[config.mk]
export PLATFORM = sky130hd
export DESIGN_NAME = pll_coef_search
export DESIGN_NICKNAME = d
export VERILOG_FILES = /design/src/rtl/pll_search_pkg.sv /design/src/rtl/pll_div.sv /design/src/rtl/pll_best_track.sv /design/src/rtl/pll_coef_search.sv
export SDC_FILE = /design/constraint.sdc
export NUM_CORES = 2
export LEC_CHECK = 0
export ABC_AREA = 1
export BUFFER_PORTS_ARGS = -buffer_cell sky130_fd_sc_hd__buf_2
export CELL_PAD_IN_SITES_DETAIL_PLACEMENT = 2
export CELL_PAD_IN_SITES_GLOBAL_PLACEMENT = 2
export CORE_MARGIN = 1
export CORE_UTILIZATION = 30
export DETAILED_ROUTE_END_ITERATION = 8
export HOLD_SLACK_MARGIN = 0.08
export PLACE_DENSITY_LB_ADDON = 0.1
export SYNTH_ARGS = -nofsm -noshare
export SYNTH_HDL_FRONTEND = slang
export SYNTH_SLANG_ARGS = --single-unit
[constraint.sdc]
create_clock -name clk -period 9.9 [get_ports clk]
set_input_delay 0.99 -clock clk [delete_from_list [all_inputs] [get_ports clk]]
set_output_delay 0.99 -clock clk [all_outputs]
set_load 0.01 [all_outputs]
[src/rtl/pll_search_pkg.sv]
package pll_search_pkg;

    // Width of every frequency value and of the shared divider
    localparam int unsigned FREQ_W = 32;

    typedef logic [FREQ_W-1:0] freq_t;

    typedef enum logic [3:0] {
        ST_IDLE,
        ST_SCALE,
        ST_CLAMP,
        ST_OUTER,
        ST_NGO,
        ST_NWAIT,
        ST_VGO,
        ST_VWAIT,
        ST_STEP,
        ST_DONE
    } srch_state_e;

    // Unsigned distance between two frequencies
    function automatic freq_t freq_absdiff(input freq_t a, input freq_t b);
        return (a < b) ? (b - a) : (a - b);
    endfunction

    // Product truncated to the frequency width (modulo 2^FREQ_W)
    function automatic freq_t freq_mul(input freq_t a, input freq_t b);
        logic [2*FREQ_W-1:0] full;
        full = {{FREQ_W{1'b0}}, a} * {{FREQ_W{1'b0}}, b};
        return full[FREQ_W-1:0];
    endfunction

endpackage

[src/rtl/pll_div.sv]
module pll_div
    import pll_search_pkg::*;
#(
    parameter int unsigned W = FREQ_W
) (
    input  logic         clk,
    input  logic         rst,
    input  logic         go,
    input  logic [W-1:0] dividend,
    input  logic [W-1:0] divisor,
    output logic         busy,
    output logic         fin,
    output logic [W-1:0] quot
);
    localparam int unsigned CNT_W = $clog2(W + 1);

    logic [W-1:0]     rem_q;
    logic [W-1:0]     dvd_q;
    logic [W-1:0]     dvs_q;
    logic [CNT_W-1:0] cnt_q;
    logic [W+1:0]     shifted;
    logic [W+1:0]     trial;

    // Bring down the next dividend bit and try one subtraction
    always_comb begin
        shifted = {1'b0, rem_q, quot[W-1]};
        trial   = shifted - {2'b00, dvs_q};
    end

    always_ff @(posedge clk) begin
        if (rst) begin
            rem_q <= '0;
            dvd_q <= '0;
            dvs_q <= '0;
            quot  <= '0;
            cnt_q <= '0;
            busy  <= 1'b0;
            fin   <= 1'b0;
        end else begin
            fin <= 1'b0;
            if (go) begin
                rem_q <= '0;
                quot  <= dividend;
                dvd_q <= dividend;
                dvs_q <= divisor;
                cnt_q <= CNT_W'(W);
                busy  <= 1'b1;
            end else if (busy) begin
                if (trial[W+1]) begin
                    rem_q <= shifted[W-1:0];
                    quot  <= {quot[W-2:0], 1'b0};
                end else begin
                    rem_q <= trial[W-1:0];
                    quot  <= {quot[W-2:0], 1'b1};
                end
                cnt_q <= cnt_q - 1'b1;
                if (cnt_q == CNT_W'(1)) begin
                    busy <= 1'b0;
                    fin  <= 1'b1;
                end
            end
        end
    end

    // a finished quotient is the floor of dividend over divisor
    div_quot_chk: assert property (@(posedge clk) disable iff (rst)
        (fin && dvs_q != '0) |->
            (({{W{1'b0}}, quot} * {{W{1'b0}}, dvs_q} <= {{W{1'b0}}, dvd_q}) &&
             ({{W{1'b0}}, quot} * {{W{1'b0}}, dvs_q} + {{W{1'b0}}, dvs_q} > {{W{1'b0}}, dvd_q})));

endmodule

[src/rtl/pll_best_track.sv]
module pll_best_track
    import pll_search_pkg::*;
#(
    parameter int unsigned M_W = 8,
    parameter int unsigned N_W = 8,
    parameter int unsigned P_W = 3
) (
    input  logic           clk,
    input  logic           rst,
    input  logic           clr,
    input  logic           halve,
    input  logic           cand_vld,
    input  freq_t          cand_err,
    input  logic [M_W-1:0] cand_m,
    input  logic [N_W-1:0] cand_n,
    input  logic [P_W-1:0] cand_p,
    input  freq_t          cand_vco,
    output freq_t          best_err,
    output logic [M_W-1:0] best_m,
    output logic [N_W-1:0] best_n,
    output logic [P_W-1:0] best_p,
    output freq_t          best_vco
);
    logic take;

    assign take = cand_vld && (cand_err < best_err);

    always_ff @(posedge clk) begin
        if (rst || clr) begin
            best_err <= '1;
            best_m   <= '0;
            best_n   <= '0;
            best_p   <= '0;
            best_vco <= '0;
        end else if (take) begin
            best_err <= cand_err;
            best_m   <= cand_m;
            best_n   <= cand_n;
            best_p   <= cand_p;
            best_vco <= cand_vco;
        end else if (halve) begin
            best_err <= best_err >> 1;
        end
    end

    // the threshold never grows within one search
    err_mono_chk: assert property (@(posedge clk) disable iff (rst)
        !clr |=> best_err <= $past(best_err));

    // a candidate that is not strictly better leaves the result alone
    keep_best_chk: assert property (@(posedge clk) disable iff (rst)
        (cand_vld && !clr && cand_err >= best_err) |=>
            ($stable(best_vco) && $stable(best_m) && $stable(best_n) && $stable(best_p)));

endmodule

[src/rtl/pll_coef_search.sv]
module pll_coef_search
    import pll_search_pkg::*;
#(
    parameter int unsigned M_W = 8,
    parameter int unsigned N_W = 8,
    parameter int unsigned P_W = 3
) (
    input  logic              clk,
    input  logic              rst,
    input  logic              start,
    input  logic [FREQ_W-1:0] ref_khz,
    input  logic [FREQ_W-1:0] target_khz,
    input  logic [FREQ_W-1:0] fmax_khz,
    input  logic [FREQ_W-1:0] vco_min_khz,
    input  logic [M_W-1:0]    m_lo,
    input  logic [M_W-1:0]    m_hi,
    input  logic [N_W-1:0]    n_lo,
    input  logic [N_W-1:0]    n_hi,
    input  logic [P_W-1:0]    p_max,
    output logic              busy,
    output logic              done,
    output logic [M_W-1:0]    m_sel,
    output logic [N_W-1:0]    n_sel,
    output logic [P_W-1:0]    p_sel,
    output logic [FREQ_W-1:0] vco_khz
);
    localparam int unsigned MC_W = M_W + 1;
    localparam int unsigned PC_W = P_W + 1;

    typedef struct packed {
        freq_t          refk;
        freq_t          fmax;
        freq_t          vmin;
        logic [M_W-1:0] m_lo;
        logic [M_W-1:0] m_hi;
        logic [N_W-1:0] n_lo;
        logic [N_W-1:0] n_hi;
        logic [P_W-1:0] p_max;
    } cfg_t;

    srch_state_e     st;
    cfg_t            cfg;
    freq_t           fwant;
    logic [PC_W-1:0] p_cnt;
    logic [MC_W-1:0] m_cnt;
    freq_t           n_cur;

    logic  start_ok;
    logic  div_go, div_busy, div_fin;
    freq_t div_dvd, div_dvs, div_q;
    freq_t m_plus1, n_raw, cand_err, best_err, clamp_lo;
    logic  cand_vld, trk_halve;

    assign start_ok = start && (st == ST_IDLE || st == ST_DONE);
    assign m_plus1  = freq_t'(m_cnt) + freq_t'(1);
    assign n_raw    = div_q - freq_t'(1);
    assign clamp_lo = (fwant < cfg.vmin) ? cfg.vmin : fwant;

    // Shared divider operand selection
    always_comb begin
        div_go = (st == ST_NGO) || (st == ST_VGO);
        if (st == ST_VGO) begin
            div_dvd = freq_mul(cfg.refk, n_cur + freq_t'(1));
            div_dvs = m_plus1;
        end else begin
            div_dvd = freq_mul(fwant, m_plus1) + (cfg.refk >> 1);
            div_dvs = cfg.refk;
        end
    end

    assign cand_vld  = (st == ST_VWAIT) && div_fin;
    assign cand_err  = freq_absdiff(div_q, fwant);
    assign trk_halve = (st == ST_STEP);

    pll_div #(.W(FREQ_W)) u_div (
        .clk      (clk),
        .rst      (rst),
        .go       (div_go),
        .dividend (div_dvd),
        .divisor  (div_dvs),
        .busy     (div_busy),
        .fin      (div_fin),
        .quot     (div_q)
    );

    pll_best_track #(.M_W(M_W), .N_W(N_W), .P_W(P_W)) u_best (
        .clk      (clk),
        .rst      (rst),
        .clr      (start_ok),
        .halve    (trk_halve),
        .cand_vld (cand_vld),
        .cand_err (cand_err),
        .cand_m   (m_cnt[M_W-1:0]),
        .cand_n   (n_cur[N_W-1:0]),
        .cand_p   (p_cnt[P_W-1:0]),
        .cand_vco (div_q),
        .best_err (best_err),
        .best_m   (m_sel),
        .best_n   (n_sel),
        .best_p   (p_sel),
        .best_vco (vco_khz)
    );

    // Search sequencer
    always_ff @(posedge clk) begin
        if (rst) begin
            st    <= ST_IDLE;
            cfg   <= '0;
            fwant <= '0;
            p_cnt <= '0;
            m_cnt <= '0;
            n_cur <= '0;
        end else begin
            unique case (st)
                ST_IDLE, ST_DONE: begin
                    if (start_ok) begin
                        cfg   <= '{refk: ref_khz, fmax: fmax_khz, vmin: vco_min_khz,
                                   m_lo: m_lo, m_hi: m_hi, n_lo: n_lo, n_hi: n_hi,
                                   p_max: p_max};
                        fwant <= target_khz;
                        p_cnt <= PC_W'(1);
                        st    <= ST_SCALE;
                    end
                end
                ST_SCALE: begin
                    if (p_cnt <= {1'b0, cfg.p_max} &&
                        {fwant, 1'b0} <= {1'b0, cfg.fmax}) begin
                        fwant <= fwant << 1;
                        p_cnt <= p_cnt + 1'b1;
                    end else begin
                        st <= ST_CLAMP;
                    end
                end
                ST_CLAMP: begin
                    fwant <= (clamp_lo > cfg.fmax) ? cfg.fmax : clamp_lo;
                    st    <= ST_OUTER;
                end
                ST_OUTER: begin
                    if (p_cnt == '0) begin
                        st <= ST_DONE;
                    end else begin
                        p_cnt <= p_cnt - 1'b1;
                        if (fwant < cfg.vmin) begin
                            st <= ST_DONE;
                        end else if (cfg.m_lo > cfg.m_hi) begin
                            st <= ST_STEP;
                        end else begin
                            m_cnt <= {1'b0, cfg.m_lo};
                            st    <= ST_NGO;
                        end
                    end
                end
                ST_NGO:  st <= ST_NWAIT;
                ST_NWAIT: begin
                    if (div_fin) begin
                        if (n_raw > freq_t'(cfg.n_hi)) begin
                            st <= ST_STEP;
                        end else begin
                            n_cur <= (n_raw < freq_t'(cfg.n_lo)) ? freq_t'(cfg.n_lo) : n_raw;
                            st    <= ST_VGO;
                        end
                    end
                end
                ST_VGO:  st <= ST_VWAIT;
                ST_VWAIT: begin
                    if (div_fin) begin
                        if (m_cnt >= {1'b0, cfg.m_hi}) begin
                            st <= ST_STEP;
                        end else begin
                            m_cnt <= m_cnt + 1'b1;
                            st    <= ST_NGO;
                        end
                    end
                end
                ST_STEP: begin
                    fwant <= fwant >> 1;
                    st    <= ST_OUTER;
                end
                default: st <= ST_IDLE;
            endcase
        end
    end

    assign busy = !(st == ST_IDLE || st == ST_DONE);
    assign done = (st == ST_DONE);


    hold_chk: assert property (@(posedge clk) disable iff (rst)
        (done && !start) |=> (done && $stable(vco_khz) && $stable(m_sel) &&
                              $stable(n_sel) && $stable(p_sel)));


    ign_start_chk: assert property (@(posedge clk) disable iff (rst)
        (busy && start) |=> (busy && $stable(cfg)));


    p_range_chk: assert property (@(posedge clk) disable iff (rst)
        done |-> p_sel <= cfg.p_max);


    coef_range_chk: assert property (@(posedge clk) disable iff (rst)
        (done && vco_khz != '0) |->
            (m_sel >= cfg.m_lo && m_sel <= cfg.m_hi &&
             n_sel >= cfg.n_lo && n_sel <= cfg.n_hi));


    div_idle_chk: assert property (@(posedge clk) disable iff (rst)
        (!busy) |-> !div_busy);

endmodule

; Word level (Yosys, flattened, before mapping)
; Index checks and enable logic that the tools add are counted.
[op_classes]
n_addsub = 11
magnitude_cmp = 10
mux = 40
eq_ne = 19
reduce_logical = 25
bitwise = 2
multipliers = 2
[ops]
columns = operator, n
row1 = $mux W32, 13
row2 = $pmux W32 S4, 1
row3 = $lt A32 B32 Y1, 3
row4 = $sub A32 B32 Y32, 2
row5 = $mux W9, 5
row6 = $mux W4, 11
row7 = $sub A33 B32 Y34, 1
row8 = $le A33 B32 Y1, 1
row9 = $add A32 B1 Y32 const B, 1
row10 = $add A32 B31 Y32, 1
row11 = $gt A32 B32 Y1, 1
row12 = $gt A32 B8 Y1, 1
row13 = $lt A32 B8 Y1, 1
row14 = $mul A32 B10 Y32, 1
row15 = $mul A32 B32 Y32, 1
row16 = $pmux W4 S8, 1
row17 = $sub A32 B1 Y32 const B, 1
row18 = $pmux W9 S2, 1
row19 = $eq A4 B3 Y1 const B, 4
row20 = $mux W6, 2
row21 = $ne A2 B2 Y1 const B, 6
row22 = $pmux W4 S3, 1
row23 = $add A9 B1 Y10 const B, 1
row24 = $add A9 B1 Y9 const B, 1
row25 = 26 further kinds, 47
[totals]
word_cells = 134
inputBits = 166
out_inout_bits = 53
reg_bits = 399

; Longest topological paths before layout
[logic_depth]
ltp_word = 5
depth_mapped = 43
depth_no_buf = 41

; Cells and area by module
; A second synthesis with hierarchy kept.
[unflattened]
cells_unflattened = 7568
area_unflattened_um2 = 53558.9
[by_module_without_submodules]
columns = mod, cells_each, area_each_um2, seq_area_each_um2, n_inst
row1 = pll_coef_search, 5858, 42258.0, 4244.1, 1
row2 = pll_div, 1082, 6919.1, 2082.0, 1
row3 = pll_best_track, 628, 4381.7, 1661.6, 1

; Worst setup path after synthesis
; No wires, ideal clock.
[synth_timing]
path_type = register -> register
startpoint = reg n_cur[1]
endpoint = reg u_div.quot[25]
arrival_ns = 7.494
stages_incl_launch_ff = 37
slack_ns = 2.279
setup_ns = 0.128
period_less_slack_ns = 7.621
path_cell_list = dfxtp_1 > ha_1 > nand2_1 > nor2_1 > buf_2 > nand2_1 > nand2_1 > nand2_1 > inv_1 > clkbuf_1 > nand2_1 > fa_1 > inv_1 > fa_1 > fa_1 > inv_1 > fa_1 > inv_1 > fa_1 > inv_1 > fa_1 > inv_1 > fa_1 > fa_1 > ha_1 > nand2_1 > inv_1 > a221oi_1 > o21ai_0 > a21oi_1 > o21ai_0 > a21oi_1 > xnor2_1 > nand2_1 > nand2_1 > a21oi_1 > nor2_1
[synth_via]
elab_chain_cells = 4
[synth_lines]
columns = element, line
row1 = start: declaration, pll_coef_search.sv:46  ; freq_t n_cur;
row2 = start signal: assignment, pll_coef_search.sv:159  ; n_cur <= (n_raw < freq_t'(cfg.n_lo)) ? freq_t'(cfg.n_lo) : n_raw;
row3 = $add A32 B1 Y32, pll_coef_search.sv:63  ; div_dvd = freq_mul(cfg.refk, n_cur + freq_t'(1));
row4 = $mul A32 B32 Y32, pll_search_pkg.sv:29  ; full = {{FREQ_W{1'b0}}, a} * {{FREQ_W{1'b0}}, b};
row5 = $mux W32, pll_coef_search.sv:62  ; if (st == ST_VGO) begin
row6 = $mux W32, pll_div.sv:41  ; if (go) begin
row7 = end signal: assignment, pll_div.sv:43  ; quot <= dividend;
row8 = end signal: assignment, pll_div.sv:51  ; quot <= {quot[W-2:0], 1'b0};
row9 = end signal: assignment, pll_div.sv:54  ; quot <= {quot[W-2:0], 1'b1};
row10 = end: declaration, pll_div.sv:13  ; output logic [W-1:0] quot
; No other way between the ends.
; A chain may end at the register's enable or synchronous reset.

; Final worst setup path
[layout_timing]
startpoint = reg n_cur[1]
endpoint = reg u_div.quot[21]
; Same word-level chain as after synthesis.

==> key figures <==
Drt
  – Number of vias per cell: 5.25
  – WL/cell: 26.3 um
  – Final WL: 245 mm
  – Vias: 48,900
  – TritonRoute pass-1 iters: 5
  – Post-route DRC: 0
  – ANT nets after route: 0
  – Number of DRC markers in iteration 0: 2,221

Synth
  – EDFF count, synth: 0
  – Yosys synthesis warning count: 0
  – Synthesized Nets: 8,185
  – Register area share after synthesis: 0.157
  – Post-synth top area share: 0.252
  – Mapped Avg Cell Area: 7.32 um2
  – Top cells by count, synth: nand2_1 (1,293), inv_1 (1,229), a21oi_1 (673)
  – Synth async-reset ratio: 0
  – Most common cell in the synthesized netlist: nand2_1
  – Synth Flop Type: dfxtp_1
  – Cells after Synth: 6,945
  – Library cells used by synthesis: 63
  – Post-synth top area cell: fa_1
  – Synth Register Bits: 399
  – Mapped cell area: 50,800 um2
  – Top cells by area, synth: fa_1 (25%), dfxtp_1 (16%), ha_1 (11%)

Worst setup path
  – Reg2reg setup slack: 750 ps
  – Worst path most repeated cell: fa_1
  – Worst-path fanout max: 14
  – Worst setup SP type: flip-flop
  – CP Class: flip-flop to flip-flop
  – Reg2reg end: u_div.quot[21]
  – Crit. End Element: flip-flop
  – Worst Path Required: 10,440 ps
  – Crit-path max cell delay: 560 ps
  – Crit path arrival time: 9690 ps
  – Reg2reg path depth: 30
  – Start of the worst register-to-register path: n_cur[1]
  – Max stage delay cell, worst path: fa_1

Worst hold path
  – Hold endpoint: u_best.best_err[21]
  – Hold crit path type: flip-flop to flip-flop
  – Hold Crit Depth: 2
  – Hold Startpoint: u_best.best_err[21]

Timing
  – Period minus WS final: 9150 ps
  – Final setup viols: 0
  – Setup_tns: 0 ps
  – Final Hold Violating Endpoints: 0
  – Final period util: 0.924
  – FMAX: 109 MHz
  – Tightest Pin Transition: 1200 ps
  – Unrepaired setup endpoints after global routing: false
  – Max Slew Vio Count: 0
  – Setup Skew: 39.6 ps
  – Max-slew headroom: 0.198

Power
  – Sw power: 6.20 mW
  – LEAKAGE: 27.5 nW
  – Switching portion of total power: 0.541
  – Clk pwr share: 0.204
  – Logic pwr share: 0.613
  – VDD IR max: 0.210 mV
  – Int Power: 5.25 mW
  – Reg power frac: 0.183
  – PwrDens: 202 nW/um2

Place
  – DP Area: 54,700 um2
  – GPL Wtd Cong: 0.907
  – Port Buf Inserts: 218
  – DP Wirelength: 198 mm

Run
  – Max_cap viols: 0

Global route
  – Gr ovfl total: 0
  – First-pass GRT wire length: 362 mm
  – Total Routing Usage GR: 0.287
  – Largest net degree at the start of global routing: 137
  – Vias in the first global route: 54,300
  – Initial antenna violation count: 6

Floorplan
  – Height of the die: 414 um
  – DIE WIDTH: 414 um
  – IO Pins: 219
  – Num rows: 150
  – Die area: 171,000 um2
  – Initial core utilization: 0.303
  – Core Area: 168,000 um2

Layout
  – Share of layout cells above drive strength 1: 0.0724
  – Final Core Density: 0.339
  – Area of the multi-input gates: 37,000 um2
  – Fill cells: 19,800
  – Final #Nets: 8,311
  – Area Overhead vs Synth: 11.7%
  – FF/Latch Area: 7990 um2
  – Post-route cell area: 56,800 um2

Clock network
  – Root Buffer: clkbuf_16
  – Clk buf depth: 3
  – Hold_buf cts: 0
  – Cts bufs inserted: 57
  – Htree depth: 2
  – TritonCTS clock tree: yes
  – Clk slew on worst S/H paths: 60 ps
  – Clk_lat worst skew: 710 ps
  – CTS sink cnt: 399

Status
  – Status: finished, final reports clean
==> what timing repair did <==
action	in CTS	in global routing
resized for setup	0	1
endpoints found under the hold margin	0	0
setup buffers	0	0
endpoints found under the setup margin	0	5
==> state kept, by name, indices dropped and copies added, names as in the netlist <==
name             count
cfg                131
fwant               32
m_cnt                9
n_cur               32
p_cnt                4
st                   4
u_best.best_err     32
u_best.best_m        8
u_best.best_n        8
u_best.best_p        3
u_best.best_vco     32
u_div.busy           1
u_div.cnt_q          6
u_div.dvs_q         32
u_div.fin            1
u_div.quot          32
u_div.rem_q         32
==> critical path, delay by kind of cell (launching register included) <==
kind,cells,cell delay [ps]
AOI/OAI and AO/OA,7,1580
adders and majority gates,10,4730
buffers and inverters,5,270
DFF,1,420
and+or+nand+nor,8,1990
==> kinds of logic (layout without fill, tap and decap cells) <==
group | Yosys count | count (layout) | share of synthesized area
xor gates and xnor gates | 128 | 128 | 0.0221
and+or+nand+nor | 2288 | 2288 | 0.183
DFF | 399 | 399 | 0.157
adders and majority gates | 1074 | 1074 | 0.359
muxes | 4 | 4 | 0.000788
AOI/OAI and AO/OA | 1488 | 1488 | 0.162
other | 0 | 1 | 0
buffers and inverters | 1564 | 1736 | 0.116
==> power groups by stage <==
stage	logic [mW]	clock network (mW)	registers, mW
6_report	7.03	2.34	2.09
5_1_grt	7.71	2.45	2.11
2_1_floorplan	4.23	0	1.99
3_3_place_gp	6.86	0	2.13
3_5_place_dp	7.04	0	2.13
4_1_cts	7.09	2.40	2.10
==> layer usage <==
metal,share of wire,GRT usage,vias to the layer above
li1,-,-,22300
met1,0.43,0.353,25500
met2,0.50,0.515,782
met3,0.025,0.0224,350
met4,0.043,0.113,0
met5,0,0,-
==> layout by cell type, fill, tap and decap left out, types with 12 or more instances in the layout <==
master	n
o21a_1	16
o221ai_1	24
clkbuf_16	57
fa_1	640
o21ai_0	506
nand3b_1	15
nor3_1	64
or2_2	12
o22ai_1	48
buf_2	217
a21o_1	19
nand4_1	45
a211oi_1	12
a31oi_1	24
ha_1	434
nand2_1	1289
xnor2_1	41
o32ai_1	29
nor2_1	634
dfxtp_1	397
nor4_1	15
nand3_1	171
buf_4	138
clkinv_1	34
o211ai_1	64
xor2_1	87
inv_1	1228
a21oi_1	673
==> final cells by class <==
type | count | area share
sequential | 399 | 0.141
antenna | 1 | 0.0000441
clock buffer | 75 | 0.0279
clock inverter | 30 | 0.00866
multi-input combinational | 4982 | 0.651
inverter | 1273 | 0.0844
timing repair buffer | 358 | 0.0384
tap | 2204 | 0.0486
==> worst max path at each step <==
stage	startpoint	to	slack (ps)	cells after the start
final	n_cur[1]	u_div.quot[21]	750	30
after global placement	n_cur[1]	u_div.quot[21]	740	30
after detailed placement	n_cur[1]	u_div.quot[21]	440	30
after global routing	n_cur[1]	u_div.quot[21]	80	30
after CTS	n_cur[1]	u_div.quot[21]	370	30
after floorplan	n_cur[1]	u_div.quot[25]	2280	36
==> per-stage QoR <==
step | hold slack (ps) | setup WS (ps) | power, mW | std cells
2_1_floorplan | 430 | 2280 | 6.22 | 6945
3_3_place_gp | 442 | 744 | 8.98 | 9216
3_5_place_dp | 455 | 435 | 9.17 | 9216
4_1_cts | 456 | 368 | 11.6 | 9321
5_1_grt | 486 | 79.3 | 12.3 | 9321
6_report | 465 | 749 | 11.5 | 9322
(Power assumes the default switching activity.)
